`config.mk`:
```
export PLATFORM = sky130hd
export DESIGN_NAME = lcdt_sync_gen
export DESIGN_NICKNAME = d
export VERILOG_FILES = /design/src/rtl/lcdt_pkg.sv /design/src/rtl/lcdt_beat_calc.sv /design/src/rtl/lcdt_pix_ce.sv /design/src/rtl/lcdt_raster.sv /design/src/rtl/lcdt_sync_gen.sv
export SDC_FILE = /design/constraint.sdc
export NUM_CORES = 1
export LEC_CHECK = 0
export ABC_AREA = 1
export BUFFER_PORTS_ARGS = -buffer_cell sky130_fd_sc_hd__buf_2
export CAP_MARGIN = 40
export CORE_ASPECT_RATIO = 1.4
export CORE_MARGIN = 10
export CORE_UTILIZATION = 44
export CTS_BUF_LIST = sky130_fd_sc_hd__clkbuf_16
export DETAILED_ROUTE_END_ITERATION = 7
export PLACE_DENSITY_LB_ADDON = 0.12
export SLEW_MARGIN = 20
export SYNTH_ARGS = -nofsm -noshare
export SYNTH_HDL_FRONTEND = slang
export SYNTH_SLANG_ARGS = --single-unit
```
`constraint.sdc`:
```
create_clock -name clk -period 6.7 [get_ports clk]
set_clock_uncertainty 0.2 [all_clocks]
set_input_delay 1.005 -clock clk [delete_from_list [all_inputs] [get_ports clk]]
set_output_delay 1.005 -clock clk [all_outputs]
set_load 0.02 [all_outputs]
```
`src/rtl/lcdt_pkg.sv`:
```
package lcdt_pkg;
    parameter int DW = 8;   // divider field width
    parameter int FW = 8;   // porch / pulse field width
    parameter int XW = 11;  // pixel count width
    parameter int YW = 11;  // active line count width
    parameter int CW = 12;  // raster counter width
    parameter int AW = 3;   // register address width
    parameter int RW = 32;  // register data width

    localparam logic [AW-1:0] A_CLK   = AW'(0);
    localparam logic [AW-1:0] A_PANEL = AW'(1);
    localparam logic [AW-1:0] A_VERT  = AW'(2);
    localparam logic [AW-1:0] A_HORZ  = AW'(3);
    localparam logic [AW-1:0] A_SIZE  = AW'(4);
    localparam int SIZE_Y_LSB = 16;

    typedef enum logic [1:0] {
        BUS4   = 2'd0,
        BUS8   = 2'd1,
        BUS16  = 2'd2,
        BUS16B = 2'd3
    } bus_e;

    typedef struct packed {
        logic          bypass;
        logic [DW-1:0] div;
        logic          stn;
        logic          colour;
        bus_e          bus;
        logic          dual;
        logic          hinv;
        logic          vinv;
        logic [FW-1:0] vpw_m1;
        logic [FW-1:0] vbp;
        logic [FW-1:0] vfp;
        logic [FW-1:0] hpw_m1;
        logic [FW-1:0] hbp_m1;
        logic [FW-1:0] hfp_m1;
        logic [XW-1:0] xres;
        logic [YW-1:0] yact_m1;
    } cfg_t;

    localparam cfg_t CFG_RESET = '{
        bypass:  1'b0,
        div:     '0,
        stn:     1'b0,
        colour:  1'b0,
        bus:     BUS4,
        dual:    1'b0,
        hinv:    1'b0,
        vinv:    1'b0,
        vpw_m1:  '0,
        vbp:     '0,
        vfp:     '0,
        hpw_m1:  '0,
        hbp_m1:  '0,
        hfp_m1:  '0,
        xres:    XW'(4),
        yact_m1: YW'(1)
    };
endpackage

```
`src/rtl/lcdt_beat_calc.sv`:
```
module lcdt_beat_calc
    import lcdt_pkg::*;
#(
    parameter int P_XW = XW,
    parameter int P_CW = CW
) (
    input  logic            stn,
    input  logic            colour,
    input  bus_e            bus,
    input  logic            dual,
    input  logic [P_XW-1:0] xres,
    output logic [P_CW-1:0] beats
);
    localparam int SW = P_XW + 3;

    logic [SW-1:0] scaled;
    logic [SW-1:0] by4_up;
    logic [SW-1:0] by8_up;
    logic          narrow;

    always_comb begin
        // colour STN carries three sub-pixels per pixel
        scaled = SW'(xres) + (colour ? {SW'(xres), 1'b0} : '0);
        by4_up = (scaled + SW'(3)) >> 2;
        by8_up = (scaled + SW'(7)) >> 3;
        narrow = (bus == BUS4) || ((bus == BUS8) && dual);
        if (!stn)
            beats = P_CW'(xres);
        else if (narrow)
            beats = P_CW'(by4_up);
        else
            beats = P_CW'(by8_up);
    end
endmodule

```
`src/rtl/lcdt_pix_ce.sv`:
```
module lcdt_pix_ce #(
    parameter int P_DW = 8
) (
    input  logic            clk,
    input  logic            rst_n,
    input  logic [P_DW-1:0] div,
    input  logic            bypass,
    output logic            ce
);
    localparam int PW = P_DW + 1;

    typedef struct packed {
        logic [PW-1:0] cnt;
    } ce_state_t;

    ce_state_t q, d;

    // terminal count is 2*(div+1)-1
    assign ce = bypass || (q.cnt == {div, 1'b1});

    always_comb begin
        d = q;
        if (ce)
            d.cnt = '0;
        else
            d.cnt = q.cnt + PW'(1);
    end

    always_ff @(posedge clk) begin
        if (!rst_n)
            q <= '0;
        else
            q <= d;
    end
endmodule

```
`src/rtl/lcdt_raster.sv`:
```
module lcdt_raster #(
    parameter int P_FW = 8,
    parameter int P_CW = 12,
    parameter int P_YW = 11
) (
    input  logic            clk,
    input  logic            rst_n,
    input  logic            ce,
    input  logic [P_FW-1:0] hpw_m1,
    input  logic [P_FW-1:0] hbp_m1,
    input  logic [P_FW-1:0] hfp_m1,
    input  logic [P_CW-1:0] beats,
    input  logic [P_FW-1:0] vpw_m1,
    input  logic [P_FW-1:0] vbp,
    input  logic [P_FW-1:0] vfp,
    input  logic [P_YW-1:0] yact_m1,
    input  logic            hinv,
    input  logic            vinv,
    output logic            hsync,
    output logic            vsync,
    output logic            de,
    output logic [P_CW-1:0] col,
    output logic [P_YW-1:0] row,
    output logic            frame_start,
    output logic            frame_wrap
);
    typedef struct packed {
        logic [P_CW-1:0] h;
        logic [P_CW-1:0] v;
        logic            fs;
    } ras_state_t;

    ras_state_t q, d;

    logic [P_CW-1:0] h_sync_end, h_act_start, h_act_end, h_last;
    logic [P_CW-1:0] v_sync_end, v_act_start, v_act_end, v_last;
    logic            line_end, h_on, v_on;

    always_comb begin
        h_sync_end  = P_CW'(hpw_m1) + P_CW'(1);
        h_act_start = h_sync_end + P_CW'(hbp_m1) + P_CW'(1);
        h_act_end   = h_act_start + beats;
        h_last      = h_act_end + P_CW'(hfp_m1);

        v_sync_end  = P_CW'(vpw_m1) + P_CW'(1);
        v_act_start = v_sync_end + P_CW'(vbp);
        v_act_end   = v_act_start + P_CW'(yact_m1) + P_CW'(1);
        v_last      = v_act_end + P_CW'(vfp) - P_CW'(1);

        line_end   = ce && (q.h == h_last);
        frame_wrap = line_end && (q.v == v_last);

        h_on = (q.h >= h_act_start) && (q.h < h_act_end);
        v_on = (q.v >= v_act_start) && (q.v < v_act_end);
    end

    always_comb begin
        d    = q;
        d.fs = frame_wrap;
        if (line_end) begin
            d.h = '0;
            d.v = frame_wrap ? '0 : q.v + P_CW'(1);
        end else if (ce) begin
            d.h = q.h + P_CW'(1);
        end
    end

    always_ff @(posedge clk) begin
        if (!rst_n)
            q <= '0;
        else
            q <= d;
    end

    assign hsync       = (q.h < h_sync_end) ^ hinv;
    assign vsync       = (q.v < v_sync_end) ^ vinv;
    assign de          = h_on && v_on;
    assign col         = de ? (q.h - h_act_start) : '0;
    assign row         = de ? P_YW'(q.v - v_act_start) : '0;
    assign frame_start = q.fs;
endmodule

```
`src/rtl/lcdt_sync_gen.sv`:
```
module lcdt_sync_gen
    import lcdt_pkg::*;
(
    input  logic          clk,
    input  logic          rst_n,
    input  logic          reg_we,
    input  logic [AW-1:0] reg_addr,
    input  logic [RW-1:0] reg_wdata,
    output logic          pixel_ce,
    output logic          hsync,
    output logic          vsync,
    output logic          de,
    output logic [CW-1:0] col,
    output logic [YW-1:0] row,
    output logic          frame_start
);
    typedef struct packed {
        cfg_t shadow;
        cfg_t active;
    } regs_t;

    regs_t         q, d;
    logic          frame_wrap;
    logic [CW-1:0] beats;
    logic          unused_wdata;

    assign unused_wdata = ^reg_wdata;

    always_comb begin
        d = q;
        if (frame_wrap)
            d.active = q.shadow;
        if (reg_we) begin
            case (reg_addr)
                A_CLK: begin
                    d.shadow.div    = reg_wdata[DW-1:0];
                    d.shadow.bypass = reg_wdata[DW];
                end
                A_PANEL: begin
                    d.shadow.stn    = reg_wdata[0];
                    d.shadow.colour = reg_wdata[1];
                    d.shadow.bus    = bus_e'(reg_wdata[3:2]);
                    d.shadow.dual   = reg_wdata[4];
                    d.shadow.hinv   = reg_wdata[5];
                    d.shadow.vinv   = reg_wdata[6];
                end
                A_VERT: begin
                    d.shadow.vpw_m1 = reg_wdata[FW-1:0];
                    d.shadow.vbp    = reg_wdata[2*FW-1:FW];
                    d.shadow.vfp    = reg_wdata[3*FW-1:2*FW];
                end
                A_HORZ: begin
                    d.shadow.hpw_m1 = reg_wdata[FW-1:0];
                    d.shadow.hbp_m1 = reg_wdata[2*FW-1:FW];
                    d.shadow.hfp_m1 = reg_wdata[3*FW-1:2*FW];
                end
                A_SIZE: begin
                    d.shadow.xres    = reg_wdata[XW-1:0];
                    d.shadow.yact_m1 = reg_wdata[SIZE_Y_LSB +: YW];
                end
                default: ;
            endcase
        end
    end

    always_ff @(posedge clk) begin
        if (!rst_n)
            q <= '{shadow: CFG_RESET, active: CFG_RESET};
        else
            q <= d;
    end

    lcdt_beat_calc #(.P_XW(XW), .P_CW(CW)) u_beats (
        .stn    (q.active.stn),
        .colour (q.active.colour),
        .bus    (q.active.bus),
        .dual   (q.active.dual),
        .xres   (q.active.xres),
        .beats  (beats)
    );

    lcdt_pix_ce #(.P_DW(DW)) u_ce (
        .clk    (clk),
        .rst_n  (rst_n),
        .div    (q.active.div),
        .bypass (q.active.bypass),
        .ce     (pixel_ce)
    );

    lcdt_raster #(.P_FW(FW), .P_CW(CW), .P_YW(YW)) u_raster (
        .clk         (clk),
        .rst_n       (rst_n),
        .ce          (pixel_ce),
        .hpw_m1      (q.active.hpw_m1),
        .hbp_m1      (q.active.hbp_m1),
        .hfp_m1      (q.active.hfp_m1),
        .beats       (beats),
        .vpw_m1      (q.active.vpw_m1),
        .vbp         (q.active.vbp),
        .vfp         (q.active.vfp),
        .yact_m1     (q.active.yact_m1),
        .hinv        (q.active.hinv),
        .vinv        (q.active.vinv),
        .hsync       (hsync),
        .vsync       (vsync),
        .de          (de),
        .col         (col),
        .row         (row),
        .frame_start (frame_start),
        .frame_wrap  (frame_wrap)
    );
endmodule

```
* Word level (Yosys, flattened, before mapping)
Index checks and enable logic that the tools add are counted.
** Operators by class
- Add/subtract/negate cells :: 19
- $mul :: 0
- Divide/modulo/power cells :: 0
- $lt $le $gt $ge :: 6
- Equal/unequal tests :: 8
- Shift operators :: 0
- Muxes and demuxes :: 6
- Bitwise operators :: 3
- Reduce and logical (&&, ||, !) cells :: 17
** Operator list (number)
- $mux W12 :: 5
- $add A12 B1 Y12 const B :: 4
- $add A12 B8 Y12 :: 3
- $lt A12 B12 Y1 :: 3
- $eq A12 B12 Y1 :: 2
- $ge A12 B12 Y1 :: 2
- $add A8 B1 Y9 const B :: 2
- $add A11 B14 Y14 :: 1
- $add A14 B2 Y14 const B :: 1
- $add A14 B3 Y14 const B :: 1
- $add A12 B11 Y12 :: 1
- $add A12 B12 Y12 :: 1
- $lt A12 B9 Y1 :: 1
- $sub A12 B1 Y12 const B :: 1
- $sub A12 B12 Y12 :: 1
- $mux W11 :: 1
- $sub A11 B11 Y11 :: 1
- $add A9 B8 Y10 :: 1
- $reduce_and A2 Y1 :: 5
- $add A9 B1 Y9 const B :: 1
- $eq A9 B9 Y1 :: 1
- $eq A3 B2 Y1 const B :: 2
- $logic_and A1 B1 Y1 :: 6
- $reduce_or A2 Y1 :: 2
- other kinds (8) :: 10
** Word-level totals
- Register bits :: 206
- Latch bits :: 0
- Bits in writable memories :: 0
- Memory bits (read-only) :: 0
- Input port bits :: 38
- Output and inout port bits :: 28
- Logic and storage cells :: 95
- Memories :: 0

* Longest topological paths before layout
- Depth in word-level cells :: 11
- Mapped depth :: 47
- Gate-level depth less buffers :: 45

* Cells and area by module
A second synthesis with hierarchy kept.
** Unflattened totals
- Cell total of the unflattened synthesis :: 2316
- Area, all modules :: 15202.1 um^2
** Modules (own cells, without submodules)
- lcdt_raster :: times used 1, cells each 1081, area each 6769.0 um^2
- lcdt_sync_gen :: times used 1, cells each 877, area each 6453.7 um^2
- lcdt_beat_calc :: times used 1, cells each 282, area each 1450.1 um^2
- lcdt_pix_ce :: times used 1, cells each 76, area each 529.3 um^2

* Worst setup path before layout
No wires, ideal clock.
- Kind :: register -> output
- Start :: reg q[75] in the netlist's numbering
- End :: out col[0]
- Data arrival time :: 5.684 ns
- Path slack :: -0.189 ns
- Stages on the path, launching flop included :: 32
- Buffers on the path :: 2
- Cell sequence :: dfxtp_1 -> clkbuf_1 -> nand2_1 -> inv_1 -> ha_1 -> inv_1 -> fa_1 -> xnor2_1 -> inv_1 -> nor2_1 -> inv_1 -> nor2_1 -> inv_1 -> nor2_1 -> xor2_1 -> o21ai_0 -> a31oi_1 -> a21oi_1 -> ha_1 -> nand2_1 -> o21ai_1 -> xor2_1 -> inv_1 -> ha_1 -> a21oi_1 -> o21ai_0 -> o211ai_1 -> a21oi_1 -> nor4_2 -> inv_2 -> clkbuf_1 -> nor2_1
** On the way
- Cells in the longest elaborated chain, start to end :: 10
- Elaborated cells between the ends (all ways) :: 11
- Classes of those cells :: add/sub: 4; order compare: 1; mux: 4; reduce/logical: 2
** Ends and longest elaborated chain
- start: declaration :: line lcdt_sync_gen.sv:22 : regs_t q, d;
- start signal: assignment :: line lcdt_sync_gen.sv:68 : q <= '{shadow: CFG_RESET, active: CFG_RESET};
- $mux W12 * :: line lcdt_beat_calc.sv:23 : scaled = SW'(xres) + (colour ? {SW'(xres), 1'b0} : '0);
- $add A11 B14 Y14 * :: line lcdt_beat_calc.sv:23
- $add A14 B3 Y14 or $add A14 B2 Y14 (tied branches) :: line lcdt_beat_calc.sv:25, lcdt_beat_calc.sv:24
- $mux W12 * :: line lcdt_beat_calc.sv:29 : else if (narrow)
- $mux W12 * :: line lcdt_beat_calc.sv:27 : if (!stn)
- $add A12 B12 Y12 * :: line lcdt_raster.sv:42 : h_act_end = h_act_start + beats;
- $lt A12 B12 Y1 * :: line lcdt_raster.sv:53 : h_on = (q.h >= h_act_start) && (q.h < h_act_end);
- $logic_and A1 B1 Y1 * :: line lcdt_raster.sv:53
- $logic_and A1 B1 Y1 * :: line lcdt_raster.sv:77 : assign de = h_on && v_on;
- named net de :: line lcdt_sync_gen.sv:12 : output logic de,
- $mux W12 * :: line lcdt_raster.sv:78 : assign col = de ? (q.h - h_act_start) : '0;
- end: declaration :: line lcdt_sync_gen.sv:13 : output logic [CW-1:0] col,
Mark *: on every way through the listed nets, which the timed path passes. The rest lies on a longest branch.

* Worst setup path after layout
- Start :: reg q[75] in the netlist's numbering
- End :: out row[7]
** On the way
- Cells in the longest elaborated chain, start to end :: 10
- Elaborated cells between the ends (all ways) :: 11
- Classes of those cells :: add/sub: 4; order compare: 1; mux: 4; reduce/logical: 2
** Ends and longest elaborated chain
- $mux W12 * :: line lcdt_beat_calc.sv:23
- $add A11 B14 Y14 * :: line lcdt_beat_calc.sv:23
- $add A14 B3 Y14 or $add A14 B2 Y14 (tied branches) :: line lcdt_beat_calc.sv:25, lcdt_beat_calc.sv:24
- $mux W12 * :: line lcdt_beat_calc.sv:29
- $mux W12 * :: line lcdt_beat_calc.sv:27
- $add A12 B12 Y12 * :: line lcdt_raster.sv:42
- $lt A12 B12 Y1 * :: line lcdt_raster.sv:53
- $logic_and A1 B1 Y1 * :: line lcdt_raster.sv:53
- $logic_and A1 B1 Y1 * :: line lcdt_raster.sv:77
- $mux W11 * :: line lcdt_raster.sv:79 : assign row = de ? P_YW'(q.v - v_act_start) : '0;
- end: declaration :: line lcdt_sync_gen.sv:14 : output logic [YW-1:0] row,
Every way passes the cells marked *; elsewhere a longest branch is shown, timed or not.

==> impl_results.md <==
- Critical path arrival: roughly 5.6 ns
- Post-Syn Nets: 2222
- Maximum fanout along the worst path: 6
- Hold slack: 0.2379 ns
- All-Layer GR Usage: 20.05%
- Critical-path top delay cell: nor4_4
- Pwr dens: between 150 and 200 nW/um2
- Routed wire length: 40200 um
- Initial core utilization: roughly 44%
- N_diodes: 0
- Area contributors post-synth: dfxtp_1 30%, ha_1 12%, nand2_1 11%
- Setup TNS: -1.233 ns
- Final WS setup: -0.09414 ns
- Critical Path Start Type: flip-flop
- Fmax: approximately 0.15 GHz
- Leakage power: roughly 0.008 uW
- 1st-iter DRT viols: 637
- Req. time, crit path: 5.49 ns
- CP dominant cell by count: inv_2
- R2R depth: between 40 and 50
- Die Area: ~39000 um2
- Max Cap Violations: 0
- Remaining antenna violation count after routing: 0
- First-pass GRT wire length: between 60000 and 70000 um
- Final nets: approximately 2400
- Critical path class: reg -> out
- Synthesis-stage register bit count: around 200
- Most frequent cell after synthesis: nand2_1
- Synth-to-layout area growth: 21.69%
- Hold-fix buffers, CTS: 0
- HPWL Detailed: ~31000 um
- Clk sinks: 206
- Die height: around 230 um
- Critical Path Max Stage Delay: 0.41 ns
- GRT overflow: 0
- Layout cell share with drive strength beyond 1: between 10% and 20%
- Ys async rst share: 0%
- IO Port Bufs: 60
- Largest net degree at the start of global routing: between 50 and 60
- TritonCTS clock tree: done
- Most common library cells after synthesis: 399 x nand2_1, 315 x inv_1, 250 x nor2_1
- CTS root buf: clkbuf_16
- Largest area contributor in the netlist: dfxtp_1
- Min Tclk post-route: around 6.8 ns
- Row Count: just under 80
- DR vias: 12960
- CP Launch Point: q[75]$_SDFFE_PN0P_
- Failing checks: negative setup slack
- Post-synth top area share: 29.52%
- Post-synth cell types: 48
- Vias in the first global route: approximately 13000
- R2r startpoint: q[75]$_SDFFE_PN0P_
- Core Area: roughly 32000 um2
- Mapped Area: 13970 um2
- Hold path start: q[117]$_SDFFE_PN0P_
- Unrepaired setup endpoints after global routing: true
- CP endpoint: row[7]
- Hold Path Class: reg -> reg
- Final Slew Violations: 0
- CTS buffer count: 21
- Die X: around 170 um
- Gate Count Post-Synth: between 2000 and 2500
- Status: finished with violations
- Gpl congestion: 0.8831
- Period utilization: 101.4%
- Worst skew pair latency: approximately 0.51 ns
- DR pass1 iterations: 5
- Reg2reg end: q[10]$_SDFFE_PN0P_
- DRC errors left: 0
- CP Capture Type: output port
- VDD IR max: about 180 uV
- Setup slack, reg-to-reg: approximately 0.4 ns
- Yosys Warn Count: 0
- Post-layout util: 53.97%
- Initial antenna violation count: 0
- Mapped Avg Cell Area: roughly 6.8 um2
- Register area share after synthesis: a little under 30%
- Ys flop type: dfxtp_1
- Post-synth EDFFs: 0
- H-tree levels: 1
- # IOs: 66
- Worst slew margin: between 40 and 50%
- Via/cell ratio: between 5 and 6
- Worst Max-Slew Pin Slew: ~0.83 ns
- Final setup viols: 23
- Max clock buf depth: 3
- CTS clk-pin slew, worst paths: about 0.060 ns
- WL/cell: around 16 um
- Final hold vios: 0
==> critical path: cells and delay by family, from the launching register on <==
| family | cells | cell delay, ns |
|---|---|---|
| compound gates | 10 | 1.33 |
| flops | 1 | 0.35 |
| simple gates | 9 | 1.04 |
| buf+inv | 10 | 1.07 |
| fa+ha+maj | 4 | 1.07 |
| xor+xnor | 1 | 0.20 |
==> how the worst min path moves through the flow <==
stage                                     to  slack, ns  cells past startpoint
after detailed placement  q[70]$_SDFFE_PN0P_       0.23                      2
after CTS                 q[31]$_SDFFE_PN0P_       0.24                      2
final                     q[31]$_SDFFE_PN0P_       0.24                      2
after global placement    q[74]$_SDFFE_PN0P_       0.23                      2
after floorplan           q[73]$_SDFFE_PN0P_       0.22                      2
after global routing      q[31]$_SDFFE_PN0P_       0.26                      2
==> sequential cells by signal, indices dropped and copies added, names as in the netlist <==
register and cells:
q 172, u_raster.q 24, u_ce.q 9, u_raster.frame_start 1
==> stage by stage <==
step / std cells / worst slack (ns) / total power [uW] / area, um2
after floorplan: 2040 / 0.04624 / 1394 / 13980
after global placement: 2499 / -0.02579 / 1453 / 14940
after detailed placement: 2503 / -0.02888 / 1456 / 14970
after CTS: 2564 / -0.1606 / 2644 / 16370
after global routing: 2580 / -0.3635 / 2718 / 17000
final: 2580 / -0.09414 / 2620 / 17000
==> kinds of logic after synthesis <==
logic type / Yosys count / share of synthesized area, %
AOI/OAI and AO/OA: 350 / 13.45
xor gates and xnor gates: 85 / 5.328
adders and majority gates: 144 / 13.38
buffers and inverters: 379 / 11.10
DFF: 206 / 29.52
and+or+nand+nor: 876 / 27.23
==> final cells by class <==
type                            instances  area [um2]
Fill cell                            3121       14500
Multi-Input combinational cell       1455        9136
Sequential cell                       206        4125
Timing Repair Buffer                  157        1330
Inverter                              330        1239
Clock buffer                           21       525.5
Tap cell                              395       494.2
Clock inverter                         16       152.6
==> timing repair <==
action,4_1_cts,5_1_grt
gates resized for setup,148,108
gates cloned,1,1
endpoints found under the setup margin,24,132
pin swaps,49,48
buffers inserted,25,13
==> layer usage <==
metal	wire, um	global-route usage [%]	share of wire, %	vias to the layer above
met5	0	0	0	-
met4	1584	8.162	3.9	0
li1	-	-	-	6798
met1	16240	21.87	40	5931
met2	21460	38.42	53	166
met3	906	1.657	2.3	63
==> cell usage in the layout, fill, tap and decap left out, types with 20 or more instances in the layout <==
cell | synthesis | routed
nand2_1 | 399 | 376
inv_1 | 315 | 306
nor2_1 | 250 | 225
dfxtp_1 | 206 | 205
o21ai_0 | 163 | 145
ha_1 | 135 | 119
a21oi_1 | 127 | 108
buf_4 | 3 | 79
nand3_1 | 74 | 70
nand2_2 | 51 | 69
xor2_1 | 69 | 59
nand4_1 | 41 | 41
buf_2 | 10 | 38
buf_6 | 3 | 29
inv_2 | 12 | 26
clkbuf_16 | 0 | 23
nor3_1 | 26 | 20
nor2_4 | 2 | 20
o21ai_1 | 13 | 20
==> report_power, final <==
part	internal [uW]	leakage (uW)	switching, uW	total, uW
Clock	686	0.000351	499	1180
Sequential	1250	0.00167	17.6	1260
Combinational	56.6	0.00605	113	170
Total	1990	0.00807	630	2620
Power figures use the tool's default switching activity.
